## src/rtl/usb_speed_pkg.sv

```systemverilog
package usb_speed_pkg;
  typedef enum logic [0:0] {
    LINK_DETACHED = 1'b0,
    LINK_ATTACHED = 1'b1
  } link_state_e;

  localparam int unsigned CFG_SPEED_BIT = 7;
endpackage

```

## src/rtl/usb_sp_sync.sv

```systemverilog
module usb_sp_sync #(
  parameter int unsigned STAGES = 2,
  parameter int unsigned WIDTH  = 1
) (
  input  logic             clk,
  input  logic             rst_n,
  input  logic [WIDTH-1:0] d_in,
  output logic [WIDTH-1:0] q_out
);
  logic [STAGES-1:0][WIDTH-1:0] pipe_q;

  always_ff @(posedge clk or negedge rst_n) begin
    if (!rst_n) pipe_q[0] <= '0;
    else        pipe_q[0] <= d_in;
  end

  for (genvar s = 1; s < STAGES; s++) begin : g_stage
    always_ff @(posedge clk or negedge rst_n) begin
      if (!rst_n) pipe_q[s] <= '0;
      else        pipe_q[s] <= pipe_q[s-1];
    end
  end

  assign q_out = pipe_q[STAGES-1];
endmodule

```

## src/rtl/usb_sp_cfg.sv

```systemverilog
module usb_sp_cfg (
  input  logic clk,
  input  logic rst_n,
  input  logic boot_done,
  input  logic boot_present,
  input  logic boot_bit,
  input  logic fw_wr,
  input  logic fw_wdata,
  output logic locked,
  output logic fw_bit,
  output logic boot_seen
);
  logic locked_d, fw_bit_d, seen_d;
  logic take_boot;

  // Only the first completion pulse after power-on counts.
  assign take_boot = boot_done && !boot_seen;

  always_comb begin
    locked_d = locked;
    fw_bit_d = fw_bit;
    seen_d   = boot_seen;
    if (take_boot) begin
      seen_d = 1'b1;
      if (boot_present) begin
        locked_d = boot_bit;
        fw_bit_d = boot_bit;
      end
    end else if (fw_wr && !locked) begin
      fw_bit_d = fw_wdata;
    end
  end

  always_ff @(posedge clk or negedge rst_n) begin
    if (!rst_n) begin
      locked    <= 1'b0;
      fw_bit    <= 1'b0;
      boot_seen <= 1'b0;
    end else begin
      locked    <= locked_d;
      fw_bit    <= fw_bit_d;
      boot_seen <= seen_d;
    end
  end
endmodule

```

## src/rtl/usb_sp_attach.sv

```systemverilog
module usb_sp_attach
  import usb_speed_pkg::*;
(
  input  logic clk,
  input  logic rst_n,
  input  logic ext_ok,
  input  logic cable_ok,
  input  logic boot_seen,
  input  logic chirp_req,
  output logic pullup_en,
  output logic chirp_en
);
  link_state_e state_q, state_d;
  logic        chirp_q, chirp_d;
  logic        ready;

  assign ready = ext_ok && cable_ok && boot_seen;

  always_comb begin
    state_d = state_q;
    chirp_d = chirp_q;
    unique case (state_q)
      LINK_DETACHED: begin
        if (ready) begin
          state_d = LINK_ATTACHED;
          chirp_d = chirp_req;
        end
      end
      LINK_ATTACHED: begin
        if (!ready) begin
          state_d = LINK_DETACHED;
          chirp_d = 1'b0;
        end
      end
      default: begin
        state_d = LINK_DETACHED;
        chirp_d = 1'b0;
      end
    endcase
  end

  always_ff @(posedge clk or negedge rst_n) begin
    if (!rst_n) begin
      state_q <= LINK_DETACHED;
      chirp_q <= 1'b0;
    end else begin
      state_q <= state_d;
      chirp_q <= chirp_d;
    end
  end

  assign pullup_en = (state_q == LINK_ATTACHED);
  assign chirp_en  = chirp_q;
endmodule

```

## src/rtl/usb_speed_policy.sv

```systemverilog
module usb_speed_policy
  import usb_speed_pkg::*;
#(
  parameter int unsigned SYNC_STAGES = 2,
  parameter int unsigned CFG_WIDTH   = 8
) (
  input  logic                 clk,
  input  logic                 por_n,
  input  logic                 ext_rst_n,
  input  logic                 cable_in,
  input  logic                 boot_done,
  input  logic                 boot_present,
  input  logic [CFG_WIDTH-1:0] boot_byte,
  input  logic                 fw_wr,
  input  logic                 fw_wdata,
  output logic                 fw_speed_dis,
  output logic                 pullup_en,
  output logic                 chirp_en,
  output logic [1:0]           status
);
  localparam int unsigned LVL_W = 2;

  logic             rst_n_int;
  logic [LVL_W-1:0] lvl_sync;
  logic             locked, fw_bit, boot_seen;

  usb_sp_sync #(.STAGES(SYNC_STAGES), .WIDTH(1)) u_por_sync (
    .clk  (clk),
    .rst_n(por_n),
    .d_in (1'b1),
    .q_out(rst_n_int)
  );

  usb_sp_sync #(.STAGES(SYNC_STAGES), .WIDTH(LVL_W)) u_lvl_sync (
    .clk  (clk),
    .rst_n(rst_n_int),
    .d_in ({ext_rst_n, cable_in}),
    .q_out(lvl_sync)
  );

  usb_sp_cfg u_cfg (
    .clk         (clk),
    .rst_n       (rst_n_int),
    .boot_done   (boot_done),
    .boot_present(boot_present),
    .boot_bit    (boot_byte[CFG_SPEED_BIT]),
    .fw_wr       (fw_wr),
    .fw_wdata    (fw_wdata),
    .locked      (locked),
    .fw_bit      (fw_bit),
    .boot_seen   (boot_seen)
  );

  usb_sp_attach u_attach (
    .clk      (clk),
    .rst_n    (rst_n_int),
    .ext_ok   (lvl_sync[1]),
    .cable_ok (lvl_sync[0]),
    .boot_seen(boot_seen),
    .chirp_req(!(locked || fw_bit)),
    .pullup_en(pullup_en),
    .chirp_en (chirp_en)
  );

  assign fw_speed_dis = fw_bit;
  assign status       = {locked, chirp_en};
endmodule

```

## config.mk

```make
export PLATFORM = sky130hd
export DESIGN_NAME = usb_speed_policy
export DESIGN_NICKNAME = d
export VERILOG_FILES = /design/src/rtl/usb_speed_pkg.sv /design/src/rtl/usb_sp_sync.sv /design/src/rtl/usb_sp_cfg.sv /design/src/rtl/usb_sp_attach.sv /design/src/rtl/usb_speed_policy.sv
export SDC_FILE = /design/constraint.sdc
export NUM_CORES = 1
export LEC_CHECK = 0
export CAP_MARGIN = 5
export CORE_UTILIZATION = 25
export CTS_BUF_LIST = sky130_fd_sc_hd__clkbuf_8
export DETAILED_ROUTE_END_ITERATION = 12
export GPL_TIMING_DRIVEN = 1
export RECOVER_POWER = 50
export SLEW_MARGIN = 10
export SYNTH_ARGS = -nofsm -noshare
export SYNTH_HDL_FRONTEND = slang
export SYNTH_HIERARCHICAL = 1
export SYNTH_SLANG_ARGS = --single-unit
```

## constraint.sdc

```tcl
create_clock -name clk -period 0.8 [get_ports clk]
set_input_delay 0.16 -clock clk [delete_from_list [all_inputs] [get_ports clk]]
set_output_delay 0.16 -clock clk [all_outputs]
set_load 0.03 [all_outputs]
```

# ---- Yosys cells after proc, flatten, opt, wreduce, memory -nomap -nowiden
# Index checks and enable logic that the tools add are counted.
dict set report op_classes {
  n_eq_ne 3
  mux 7
  bitwise_logic 1
  n_reduce_logical 12
}
# cell count
set ops {}
lappend ops {{1-bit 2-to-1 mux} 6}
lappend ops {{2-bit AND reduction} 3}
lappend ops {{1-bit logical AND} 4}
lappend ops {{2-bit != test, second input constant} 2}
lappend ops {{1-bit logical NOT} 3}
lappend ops {{2-bit by 1-bit != test with 1-bit output, second input constant} 1}
lappend ops {{1-bit one-hot mux with 2 select lines} 1}
lappend ops {{2-bit nonzero test} 1}
lappend ops {{1-bit logical OR} 1}
lappend ops {{1-bit inverter} 1}
dict set report word_totals {
  register_bits 11
  input_bits 16
  out_inout_bits 5
  elab_cells 32
}

# ---- Depth between registers and ports, before layout
# Gate-level depths: netlist (run 1).
dict set report depth {
  word_depth 4
  ltp_mapped 3
  ltp_nobuf 3
}

# ---- By module
# Netlist (run 1), hierarchy kept.
# module instances cells_per_inst area_each_um2 seq_area_each_um2
set modules_own_cells {}
lappend modules_own_cells {usb_sp_cfg 1 11 136.4 75.1}
lappend modules_own_cells {{usb_sp_sync (u_lvl_sync)} 1 6 115.1 100.1}
lappend modules_own_cells {usb_sp_attach 1 6 88.8 50.0}
lappend modules_own_cells {{usb_sp_sync (u_por_sync)} 1 2 50.0 50.0}
lappend modules_own_cells {usb_speed_policy 1 4 22.5 0.0}

# ---- Least setup slack after synthesis (run 1)
# Ideal clock, no wire load.
dict set report synth_path {
  path_type {register to register}
  startpoint {register u_cfg.boot_seen}
  endpoint {register u_cfg.locked}
  setup_time_ps 128
  arrival_time_ps 864
  t_required_ps 672
  setup_slack_ps -191
  stages_incl_launch_ff 3
  path_buffers 0
  period_less_slack_ps 991
  path_cell_list {dfrtp_1 > nand3b_1 > mux2_1}
}
dict set report synth_between {
  elab_chain_cells 3
}
# element line
set synth_lines {}
lappend synth_lines {{start, declared} usb_sp_cfg.sv:11} ;# output logic boot_seen
lappend synth_lines {{start signal, assigned} usb_sp_cfg.sv:42} ;# boot_seen <= seen_d;
lappend synth_lines {{1-bit logical NOT} usb_sp_cfg.sv:17} ;# assign take_boot = boot_done && !boot_seen;
lappend synth_lines {{1-bit logical AND} usb_sp_cfg.sv:17}
lappend synth_lines {{2-bit AND reduction (no line)} -}
lappend synth_lines {{end signal, assigned} usb_sp_cfg.sv:40} ;# locked <= locked_d;
lappend synth_lines {{end, declared} usb_sp_cfg.sv:9} ;# output logic locked,
# Every way passes these cells.
# A chain may end at the register's enable or synchronous reset.

# ---- Worst setup path after layout (run 1)
# Ends and elaborated chain as after synthesis.

==> results of run 1 <==
## worst register-to-register path: stages (launching register included)
cell	delay, ps
dfrtp_1	400
nand3b_1	220
mux2_4	320
## power by group through the flow
stage | clock network, mW | registers (mW) | logic, mW
detailed placement | 0 | 0.639 | 0.215
global placement | 0 | 0.636 | 0.214
CTS | 0.563 | 0.634 | 0.263
floorplan | 0 | 0.672 | 0.102
finish | 0.529 | 0.634 | 0.259
global route | 0.583 | 0.639 | 0.276
## logic make-up (layout without fill, tap and decap cells)
| family | Yosys count | in the layout | share of synthesized area, % |
|---|---|---|---|
| AND/OR/NAND/NOR | 7 | 7 | 11.82 |
| multiplexers | 3 | 3 | 7.576 |
| flip-flops | 11 | 11 | 66.67 |
| AO/OA/AOI/OAI | 3 | 3 | 5.757 |
| other | 1 | 1 | 0.9082 |
| buffers and inverters | 4 | 21 | 7.273 |
## layer usage
layer | GRT usage [%] | routed length, um
met5 | 0 | 0
met4 | 7.500 | 21
met3 | 6.466 | 42
met2 | 12.12 | 333
met1 | 9.615 | 241
## registers in the layout, indices dropped and copies added (netlist names)
register / count
u_lvl_sync/pipe_q: 2
u_lvl_sync/q_out: 2
u_attach/chirp_en: 1
u_attach/pullup_en: 1
u_cfg/boot_seen: 1
u_cfg/fw_bit: 1
u_cfg/locked: 1
u_por_sync/pipe_q: 1
u_por_sync/q_out: 1
## worst paths after layout
check,start,endpoint,slack (ps),cells past startpoint
max,u_cfg/boot_seen,u_cfg/locked,-250,2
min,u_por_sync/q_out,u_lvl_sync/q_out[1],140,0
max reg2reg,u_cfg/boot_seen,u_cfg/locked,-250,2
min reg2reg,u_por_sync/q_out,u_lvl_sync/q_out[1],140,0
max in group asynchronous,u_por_sync/q_out,u_attach/chirp_en,390,0
min in group clk,u_lvl_sync/pipe_q[1],u_lvl_sync/q_out[1],340,0
## cells in the mapped netlist, drive strengths merged
| cell type | instances | area, um2 |
|---|---|---|
| nand2b | 1 | 6.260 |
| o21ba | 1 | 10.01 |
| and3 | 1 | 11.26 |
| buf | 4 | 30.03 |
| mux2 | 1 | 11.26 |
| nand3b | 1 | 7.510 |
| nor2 | 1 | 3.750 |
| conb | 1 | 3.750 |
| nor2b | 1 | 6.260 |
| dfrtp | 11 | 275.3 |
| o21ai | 1 | 5.000 |
| or2b | 1 | 7.510 |
| mux2i | 2 | 20.02 |
| or2 | 1 | 6.260 |
| o32ai | 1 | 8.760 |
## cell type report
type	count	area share, %
clock buffers	3	6.483
flip-flops and latches	11	43.81
well taps	16	3.143
repair buffers	17	27.31
multi-input cells	14	18.66
clock inverters	1	0.5894
## stage by stage
stage          setup TNS, ps  area, um2
6_report               -1488      636.9
2_1_floorplan         -442.6      427.9
3_5_place_dp           -1239      546.8
4_1_cts                -1551      636.9
5_1_grt                -1788      636.9
3_3_place_gp           -1185      546.8
## what timing repair did
item / in CTS / in global routing
setup buffers: 2 / 0
pin swaps: 2 / 0
hold buffers: 0 / 0
setup endpoints to repair: 9 / 9
gates resized for setup: 8 / 0
==> impl_metrics.ini, run 1 <==
[clock_network]
cts.sink_count = 11
clock_path_buffers = 2
cts_made_buffers = 3
clock_latency_ps = 240
htreeDepth = 1
root_buffer = clkbuf_8
cts_tree = yes
clkTransAtPathRegs_ps = 50

[sta]
whs_ps = 135.7
min_period_over_period_pct = 131.3
slew_violations = 0
finalSetupViolCount = 8
setup_slack_ps = -250.6
hold_violations = 0
max_freq_mhz = 951.8
rsz0062_at_grt = yes
layout_min_cycle_time_ps = 1051
clock_skew_ps = 3.345

[run_status]
violations = negative setup slack
status = finished with violations

[power]
p_sw_uw = 336.3
irDropWorstVdd_mv = 1.107
powerDensity_nw_per_um2 = 2232
swShare_pct = 23.66
power_frac_clock_pct = 37.2
p_int_mw = 1.085
sequentialPowerShare_pct = 44.6
leakagePower_nw = 0.2831
comb_power_share_pct = 18.2
total_power_mw = 1.422

[logic_synthesis]
synthesis.area_um2 = 412.9
ys_ff_latch = 11
ys_types = 15
syn-num-nets = 45
yosysWarnings = 6
syn_inst = 29
avgSynthCellArea_um2 = 14.24
ys_seq_area_share_pct = 66.67

[finish]
ff_latch_area_um2 = 279.0
diodes = 0
layout_commonest_cell = dfrtp_1
fin_util_pct = 41.79
drive_above_1_share_pct = 39.13
layout.nets = 63
final_cell_mix = dfrtp_1 (8), buf_6 (7), clkdlybuf4s50_1 (5)
stdcell_count = 62
fill_cells = 153
syn2layout_area_growth_pct = 54.24
multi_input_area_um2 = 118.9

[floorplan]
rows = 14
io_pins = 21
die_x_um = 42.64
die-area_um2 = 1818
chipHeight_um = 42.64
coreArea_um2 = 1524
start_util_pct = 27.09

[placement]
dp_cells = 56
place_ws_ps = -470.0
port_buffers = 13
place_congestion = 0.5947

[critical_path]
crit_family = flip-flops
cp.required_ps = 920
slowest_stage = dfrtp_1
crit_type = reg -> reg
crit_path_max_incr_delay_ps = 400
crit_fanout = 4
cp-start-kind = register
worstPathArrival_ps = 1170
cp_cell_sequence = nand3b_1 > mux2_4
crit_path_end_kind = register
path_buf_inv = 0

[route]
drt-wirelength-per-cell_um = 10.31
via_per_inst = 4.242
dr.pass1.iters = 1
drtAntennaViolNets = 0
vias = 263
drcViolationCount = 0
wl_um = 639
drt_iter0_markers = 0

[grt]
grt_pass1_wl_mm = 1.104
grt-ovfl-total = 0
grtUsageTotal_pct = 9.140
grt_antenna_before_repair = 0
grt_max_degree = 10
first_global_vias = 267

[flow_run]
maxCapViolCount = 0

[worst_hold_path]
hold_path_class = reg -> async
No activity file was read; power rests on OpenSTA's default activity.
==> run 2: changes to the inputs <==
Clock period 0.8 ns to 0.9 ns, I/O delays scaled along.
==> run 2 against run 1 <==
  * The flow still finishes with violations (negative setup slack)
  * Sequential cell count is the same
  * Cell count grew 1.6%
  * Routed wire length grew 7.5%
  * Critical path type unchanged
  * Critical endpoint is now u_cfg/fw_bit
  * Largest cell class unchanged
==> impl_metrics.ini, run 2 (synthesized netlist as in run 1, its figures left out) <==
[sta]
whs_ps = 144.3
rsz0062_at_grt = yes
layout_min_cycle_time_ps = 1082
hold_violations = 0
setup_slack_ps = -182.1
finalSetupViolCount = 8
clock_skew_ps = 1.903
final.setup.tns_ps = -762.9
min_period_over_period_pct = 120.2
max_freq_mhz = 924.1
slew_violations = 0

[route]
dr.pass1.iters = 1
drcViolationCount = 0
drt_iter0_markers = 0
drt-wirelength-per-cell_um = 10.90
wl_um = 687
vias = 263
via_per_inst = 4.175
drtAntennaViolNets = 0

[critical_path]
reg2reg_depth = 3
crit_path_end_kind = register
cp.required_ps = 1020
timing.rr.start = u_cfg/boot_seen
cp-start-kind = register
worstPathArrival_ps = 1200
rrSetupSlack_ps = -180
crit_type = reg -> reg
crit_fanout = 4
reg2reg_to = u_cfg/fw_bit

[grt]
busiest_layer = met2
grt_pass1_wl_mm = 1.145
grt_max_degree = 10
grt-ovfl-total = 0
met1_usage_pct = 11.57
grtUsageTotal_pct = 8.969
first_global_vias = 274
grt_antenna_before_repair = 0
met2_usage_pct = 12.12
met3_usage_pct = 6.466

[finish]
drive_above_1_share_pct = 42.55
stdcell_count = 63
syn2layout_area_growth_pct = 58.18
layout_commonest_cell = dfrtp_1
layout.nets = 64
final_cell_mix = dfrtp_1 (9), buf_6 (7), clkdlybuf4s50_1 (5)
design_area_um2 = 653.1
diodes = 0

[clock_network]
clock_latency_ps = 230
cts.sink_count = 11
hold_buffers = 0
root_buffer = clkbuf_8
clkTransAtPathRegs_ps = 50
cts_tree = yes
htreeDepth = 1
clock_path_buffers = 2
cts_made_buffers = 3

[power]
leakagePower_nw = 0.2908
irDropWorstVdd_mv = 1.052
powerDensity_nw_per_um2 = 1941

[run_status]
status = finished with violations
violations = negative setup slack

[floorplan]
die-area_um2 = 1818
start_util_pct = 27.09
coreArea_um2 = 1524
die_x_um = 42.64
io_pins = 21
chipHeight_um = 42.64
rows = 14

[placement]
dp_cells = 56
port_buffers = 13
place_congestion = 0.6085
place_ws_ps = -404.7
placed_area_um2 = 545.5

[flow_run]
maxCapViolCount = 0

[worst_hold_path]
hold_path_class = reg -> async
run 2: cell count changes in the layout (fill, tap and decap cells not counted), sizes merged:
cell / delta
buf: +1
run 2: repair_timing:
| action | in CTS | in global routing |
|---|---|---|
| setup buffers | 4 | 0 |
| resized for setup | 8 | 2 |
| setup endpoints to repair | 8 | 8 |
| endpoints found under the hold margin | 0 | 0 |
| pin swaps | 2 | 0 |
run 2: how the worst max path moves through the flow:
stage	to	startpoint
CTS	u_cfg/fw_bit	u_cfg/locked
detailed placement	u_cfg/fw_bit	boot_done
floorplan	u_cfg/locked	u_cfg/boot_seen
finish	u_cfg/fw_bit	u_cfg/boot_seen
global route	u_cfg/fw_bit	u_cfg/boot_seen
global placement	u_cfg/fw_bit	boot_done
run 2: area by class of cell:
type | instances | area [um2]
Sequential cell | 11 | 277.8
Fill cell | 144 | 870.8
Clock inverter | 1 | 3.754
Timing Repair Buffer | 18 | 181.4
Multi-Input combinational cell | 14 | 128.9
Tap cell | 16 | 20.02
Clock buffer | 3 | 41.29
run 2: critical path, cell delays in order (launching register included):
cell	delay (ps)
dfrtp_1	390
nand3b_1	240
o32ai_2	160
o21ba_1	170
run 2: metrics by stage:
stage / utilization (%) / total power [mW]
finish: 42.86 / 1.268
CTS: 42.20 / 1.289
floorplan: - / 0.6809
global route: 42.86 / 1.334
detailed placement: 35.80 / 0.7566
global placement: 35.80 / 0.7540
run 2: report_power, final:
part	leakage [nW]	switching, mW	internal, mW
Clock	0.0269	0.161	0.297
Sequential	0.126	0.0281	0.531
Combinational	0.138	0.104	0.145
Total	0.291	0.294	0.974
run 2: layer usage:
metal	routed length, um	vias up
li1	-	126
met1	280	128
met5	0	-
met4	0	0
met2	372	9
met3	34	0
==> run 3: changes to the inputs <==
Settings changed: CORE_MARGIN from default to 2, CTS_BUF_LIST sky130_fd_sc_hd__clkbuf_8 to sky130_fd_sc_hd__clkbuf_16, CTS_CLUSTER_DIAMETER from default to 120.
==> run 3 against run 2 <==
  * Power is 25% higher
  * Sequential cell count unchanged
  * The flow still finishes with violations (negative setup slack)
  * Sequential share of layout area is 1.4 points lower
  * First-iteration DRC count is the same
==> impl_metrics.ini, run 3 (synthesized netlist as in run 1, its figures left out) <==
[sta]
rsz0062_at_grt = yes
finalSetupViolCount = 8
setup_slack_ps = -153.2
layout_min_cycle_time_ps = 1053
max_freq_mhz = 949.5
hold_violations = 0
slew_violations = 0
final.setup.tns_ps = -729.0
clock_skew_ps = 0.5119
min_period_over_period_pct = 117.0

[floorplan]
chipHeight_um = 44.64
io_pins = 21
die_x_um = 44.64
rows = 14
die-area_um2 = 1993
start_util_pct = 27.09
coreArea_um2 = 1524

[finish]
final_cell_mix = dfrtp_1 (9), buf_6 (7), clkdlybuf4s50_1 (6)
drive_above_1_share_pct = 40.43
layout_commonest_cell = dfrtp_1
layout.nets = 64
syn2layout_area_growth_pct = 63.64
diodes = 0

[clock_network]
cts.sink_count = 11
cts_tree = yes
clock_latency_ps = 230
htreeDepth = 1
cts_made_buffers = 3
clkTransAtPathRegs_ps = 40
root_buffer = clkbuf_16
clock_path_buffers = 2

[placement]
place_congestion = 0.6030
dpl.hpwl_um = 548
port_buffers = 13

[critical_path]
crit_path_end_kind = register
reg2reg_to = u_cfg/locked
slowest_stage = dfrtp_1
crit_fanout = 3
reg2reg_depth = 2
worstPathArrival_ps = 1170
crit_path_max_incr_delay_ps = 400
cp-start-kind = register
timing.rr.start = u_cfg/boot_seen
cp.required_ps = 1010
crit_type = reg -> reg
cp_cell_sequence = nand3b_1 > mux2_1
rrSetupSlack_ps = -150

[route]
drt_iter0_markers = 0
drtAntennaViolNets = 0
via_per_inst = 4.222
drt-wirelength-per-cell_um = 10.52
drcViolationCount = 0
wl_um = 663
dr.pass1.iters = 1
vias = 266

[grt]
grtUsageTotal_pct = 9.269
grt_max_degree = 10
grt_pass1_wl_mm = 1.117
grt-ovfl-total = 0
grt_antenna_before_repair = 0
first_global_vias = 267

[run_status]
status = finished with violations
violations = negative setup slack

[power]
total_power_mw = 1.579
leakagePower_nw = 0.3016
irDropWorstVdd_mv = 1.366
powerDensity_nw_per_um2 = 2337

[flow_run]
maxCapViolCount = 0

[worst_hold_path]
hold_path_class = reg -> async
==> run 3: cell types whose count changed in the layout (fill, tap and decap cells not counted), sizes merged <==
cell           delta
inv               -1
clkdlybuf4s50     +1
dlygate4sd3       -2
dlygate4sd2       +1
clkinv            +1
==> run 3: cell type report <==
type                       count  area, um2
multi-input combinational     14      117.6
clock buffer                   3      75.07
tap                           16      20.02
fill                         145      848.3
sequential                    11      277.8
clock inverter                 1      5.005
timing repair buffer          18      180.2
==> run 3: how the worst max path moves through the flow <==
stage / startpoint / endpoint / slack (ps) / cells past startpoint
after global routing: u_cfg/boot_seen / u_cfg/locked / -190 / 2
after global placement: boot_done / u_cfg/fw_bit / -360 / 4
after floorplan: u_cfg/boot_seen / u_cfg/locked / -90 / 2
final: u_cfg/boot_seen / u_cfg/locked / -150 / 2
after CTS: u_cfg/locked / status[1] / -150 / 2
after detailed placement: boot_done / u_cfg/fw_bit / -400 / 4
==> run 3: report_power, final <==
group	internal [mW]	switching (mW)	total (mW)
registers	0.532	0.0285	0.561
clock network	0.586	0.198	0.784
logic	0.135	0.0992	0.234
total	1.25	0.326	1.58
==> run 3: worst max-delay path: cells and delay by family, from the launching register on <==
family / cells / cell delay, ps
flops: 1 / 400
mux: 1 / 330
simple gates: 1 / 210
==> run 3: through the flow <==
stage	utilization [%]	worst slack (ps)	cells	hold slack (ps)	area, um2
5_1_grt	44.34	-188.4	63	171.4	675.6
6_report	44.34	-153.2	63	129.1	675.6
2_1_floorplan	-	-91.22	29	-115.6	422.9
3_3_place_gp	35.80	-360.5	56	144.8	545.5
4_1_cts	44.34	-150.5	63	119.6	675.6
3_5_place_dp	35.80	-403.0	56	143.0	545.5
==> run 3: metal layers <==
layer | GRT usage [%] | vias to the layer above | share of wire, %
li1 | - | 127 | -
met1 | 7.772 | 127 | 31
met2 | 14.20 | 8 | 57
met3 | 6.122 | 4 | 7.4
met4 | 9.091 | 0 | 4.4
met5 | 0 | - | 0
==> run 3: what timing repair did <==
| action | 4_1_cts | 5_1_grt |
|---|---|---|
| gates resized for setup | 9 | 0 |
| hold buffers | 0 | 0 |
| cloned | 0 | 0 |
| pin swaps | 2 | 1 |
| setup buffers | 3 | 0 |
| endpoints found under the setup margin | 8 | 8 |
